$ cat src/rtl/csel_adder.sv
module csel_adder #(
  parameter int WIDTH = 16
) (
  input  logic [WIDTH-1:0] a,
  input  logic [WIDTH-1:0] b,
  input  logic             ci,
  output logic [WIDTH-1:0] s,
  output logic             co
);
  localparam int MSB = WIDTH - 1;

  logic [MSB:0] hs, hc, k0, k1, csel;

  assign k0[0] = hc[0];
  assign k1[0] = hc[0] | hs[0];
  assign s[0]  = (hs[0] | ci) & ~(hs[0] & ci);

  genvar i;
  generate
    for (i = 0; i <= MSB; i++) begin : g_bit
      assign hs[i]   = (a[i] | b[i]) & ~(a[i] & b[i]);
      assign hc[i]   = a[i] & b[i];
      assign csel[i] = k0[i] | (ci & k1[i]);
      if (i > 0) begin : g_up
        assign k0[i] = hc[i] | (hs[i] & k0[i-1]);
        assign k1[i] = hc[i] | (hs[i] & k1[i-1]);
        assign s[i]  = (hs[i] | csel[i-1]) & ~(hs[i] & csel[i-1]);
      end
    end
  endgenerate

  assign co = csel[MSB];
endmodule

$ cat config.mk
export PLATFORM = sky130hd
export DESIGN_NAME = csel_adder
export DESIGN_NICKNAME = d
export VERILOG_FILES = /design/src/rtl/csel_adder.sv
export SDC_FILE = /design/constraint.sdc
export NUM_CORES = 1
export LEC_CHECK = 0
export BUFFER_PORTS_ARGS = -buffer_cell sky130_fd_sc_hd__buf_2
export CAP_MARGIN = 10
export CORE_ASPECT_RATIO = 1.1
export CORE_MARGIN = 2
export CORE_UTILIZATION = 39
export DETAILED_ROUTE_END_ITERATION = 8
export PLACE_DENSITY = 0.73
export SLEW_MARGIN = 15
export SYNTH_ARGS = -nofsm -noshare
export SYNTH_HDL_FRONTEND = slang
export SYNTH_SLANG_ARGS = --single-unit
$ cat constraint.sdc
create_clock -name vclk -period 2.65
set_input_delay 0.265 -clock vclk [all_inputs]
set_output_delay 0.265 -clock vclk [all_outputs]
set_load 0.02 [all_outputs]
==> results.ini <==
[setup_path]
crit_top_cell = buf_6
start_kind = input pin
slowest_stage = a2111o_1
endpoint_kind = primary output
critical_path.top_delay_family = compound AO/OA/AOI/OAI gates
cpPeakStageDelay_ns = 0.46
worstPathRequired_ns = 2.38
path_max_fanout = 5
cp.arrival_ns = 2.33
crit_chain = buf_6 > ha_4 > or3_4 > o21bai_4 > a2111oi_4 > o211ai_2 > a2111o_1 > nand3_2 > buf_6
timing.critical_path.buf_inv = 2
worstSetupPathType = input pin to primary output

[finish]
filler_cell_count = 182
fin_cells = 190
final.clkbuf_count = 0
final_cell_mix = 47 x buf_2, 13 x ha_1
syn_to_final_growth_pct = 45.2
final_common_cell = buf_2
multiInputGateArea_um2 = 842
final_util_pct = 59.9
regArea_um2 = 0
final_area_mm2 = 0.00121
diodes = 0
nNetsFinal = 215
sequential_cell_total = 0
drive_above_1_share_pct = 40.7

[logic_synthesis]
synth.distinct_cells = 36
syn_nets = 160
syn_inst = 109
yosysSeqAreaShare_pct = 0
ys_warn_count = 0
synthesis.area_um2 = 833
syn_avg_cell_area_um2 = 7.64

[routing]
vias = 1008
first_pass_iters = 4
wirelength_mm = 2.14
detail_route.wl_per_cell_um = 11.3
drcViolationCount = 0
avgViaCountPerCell = 5.31
postRouteAntennaNets = 0
drt_iter0_drc = 9

[run_status]
status = complete, no violations

[place]
dp_slack_ns = 0.0738
hpwl_mm = 1.84
dp.cells = 189
placed_area_mm2 = 0.00114
place.gp.congestion = 0.843
portBuffers = 50

[timing]
worst_pin_slew_ns = 0.354
setup_viol = 0
timing.hold.ws_ns = 0.946
fin_crit_sh_pct = 97.8
fin_ws_ns = 0.0592
maxSlewViolCount = 0
max_freq_ghz = 0.386
fin_tns_setup_ns = 0
finalCriticalPeriod_ns = 2.59
rsz0062_at_grt = yes
finalHoldViolCount = 0
relSlewSlack_pct = 76.4

[power_and_ir_drop]
peakVddDrop_mv = 0.171
p_leak_nw = 0.600
p_per_area_mw_per_mm2 = 321
finalPower_mw = 0.388

[floorplan]
pin_count = 50
core_area_mm2 = 0.00202
die_x_um = 48.1
dieArea_mm2 = 0.00252
die_h_um = 52.5
start_util_pct = 41.2
num_rows = 17

[global_route]
grt-ovfl-total = 0
antenna_found_initial = 0
grt_max_degree = 8
grtUsageTotal_pct = 16.8
grt_pass1_wl_mm = 3.33
grt_pass1_vias = 861

[worst_hold_path]
hp-class = input pin to primary output

[job]
drv_cap = 0

==> worst paths after layout <==
kind / startpoint / to / slack [ns] / cells past startpoint
setup / recovery: b[4] / s[15] / 0.06 / 9
hold / removal: b[0] / s[0] / 0.95 / 3
==> tightest hold or removal path: cells and delay by family <==
kind	cells	cell delay, ns
buf+inv	2	0.26
fa+ha+maj	1	0.15
==> cell usage after synthesis, types with 3 or more instances <==
master | n | area (um^2)
o211ai_1 | 5 | 37.5
xor2_1 | 3 | 26.3
a21oi_1 | 10 | 50.1
xnor2_1 | 9 | 78.8
inv_1 | 9 | 33.8
nor2_1 | 9 | 33.8
ha_1 | 17 | 213
nand2_1 | 7 | 26.3
o21ai_0 | 3 | 15.0
nand3_1 | 6 | 30.0
a21o_1 | 3 | 22.5
==> layout make-up <==
class / count / area share [%]
inverters: 9 / 2.79
multi-input cells: 99 / 69.6
repair buffers: 54 / 24.7
well taps: 28 / 2.90
==> timing repair <==
| item | CTS | global route |
|---|---|---|
| hold buffers | 0 | 0 |
| endpoints found under the setup margin | 0 | 4 |
| buffers inserted | 0 | 1 |
| resized for setup | 0 | 14 |
==> report_power, final <==
part	total (mW)	leakage, nW	internal [mW]	switching, mW
Combinational	0.388	0.600	0.168	0.220
Clock	0	0	0	0
Sequential	0	0	0	0
Total	0.388	0.600	0.168	0.220
==> metal layers <==
| layer | share of wire (%) | GRT usage (%) |
|---|---|---|
| met1 | 42 | 21.3 |
| met2 | 54 | 32.2 |
| met3 | 4.5 | 0.345 |
| met4 | 0 | 0 |
| met5 | 0 | 0 |
==> cell families after synthesis <==
logic type	after synthesis	share of synthesized area, %
AOI/OAI and AO/OA	38	36.9
xor gates and xnor gates	12	12.6
adders and majority gates	18	27.9
buffers and inverters	10	4.50
and+or+nand+nor	31	18.0
(Power assumes the default switching activity.)
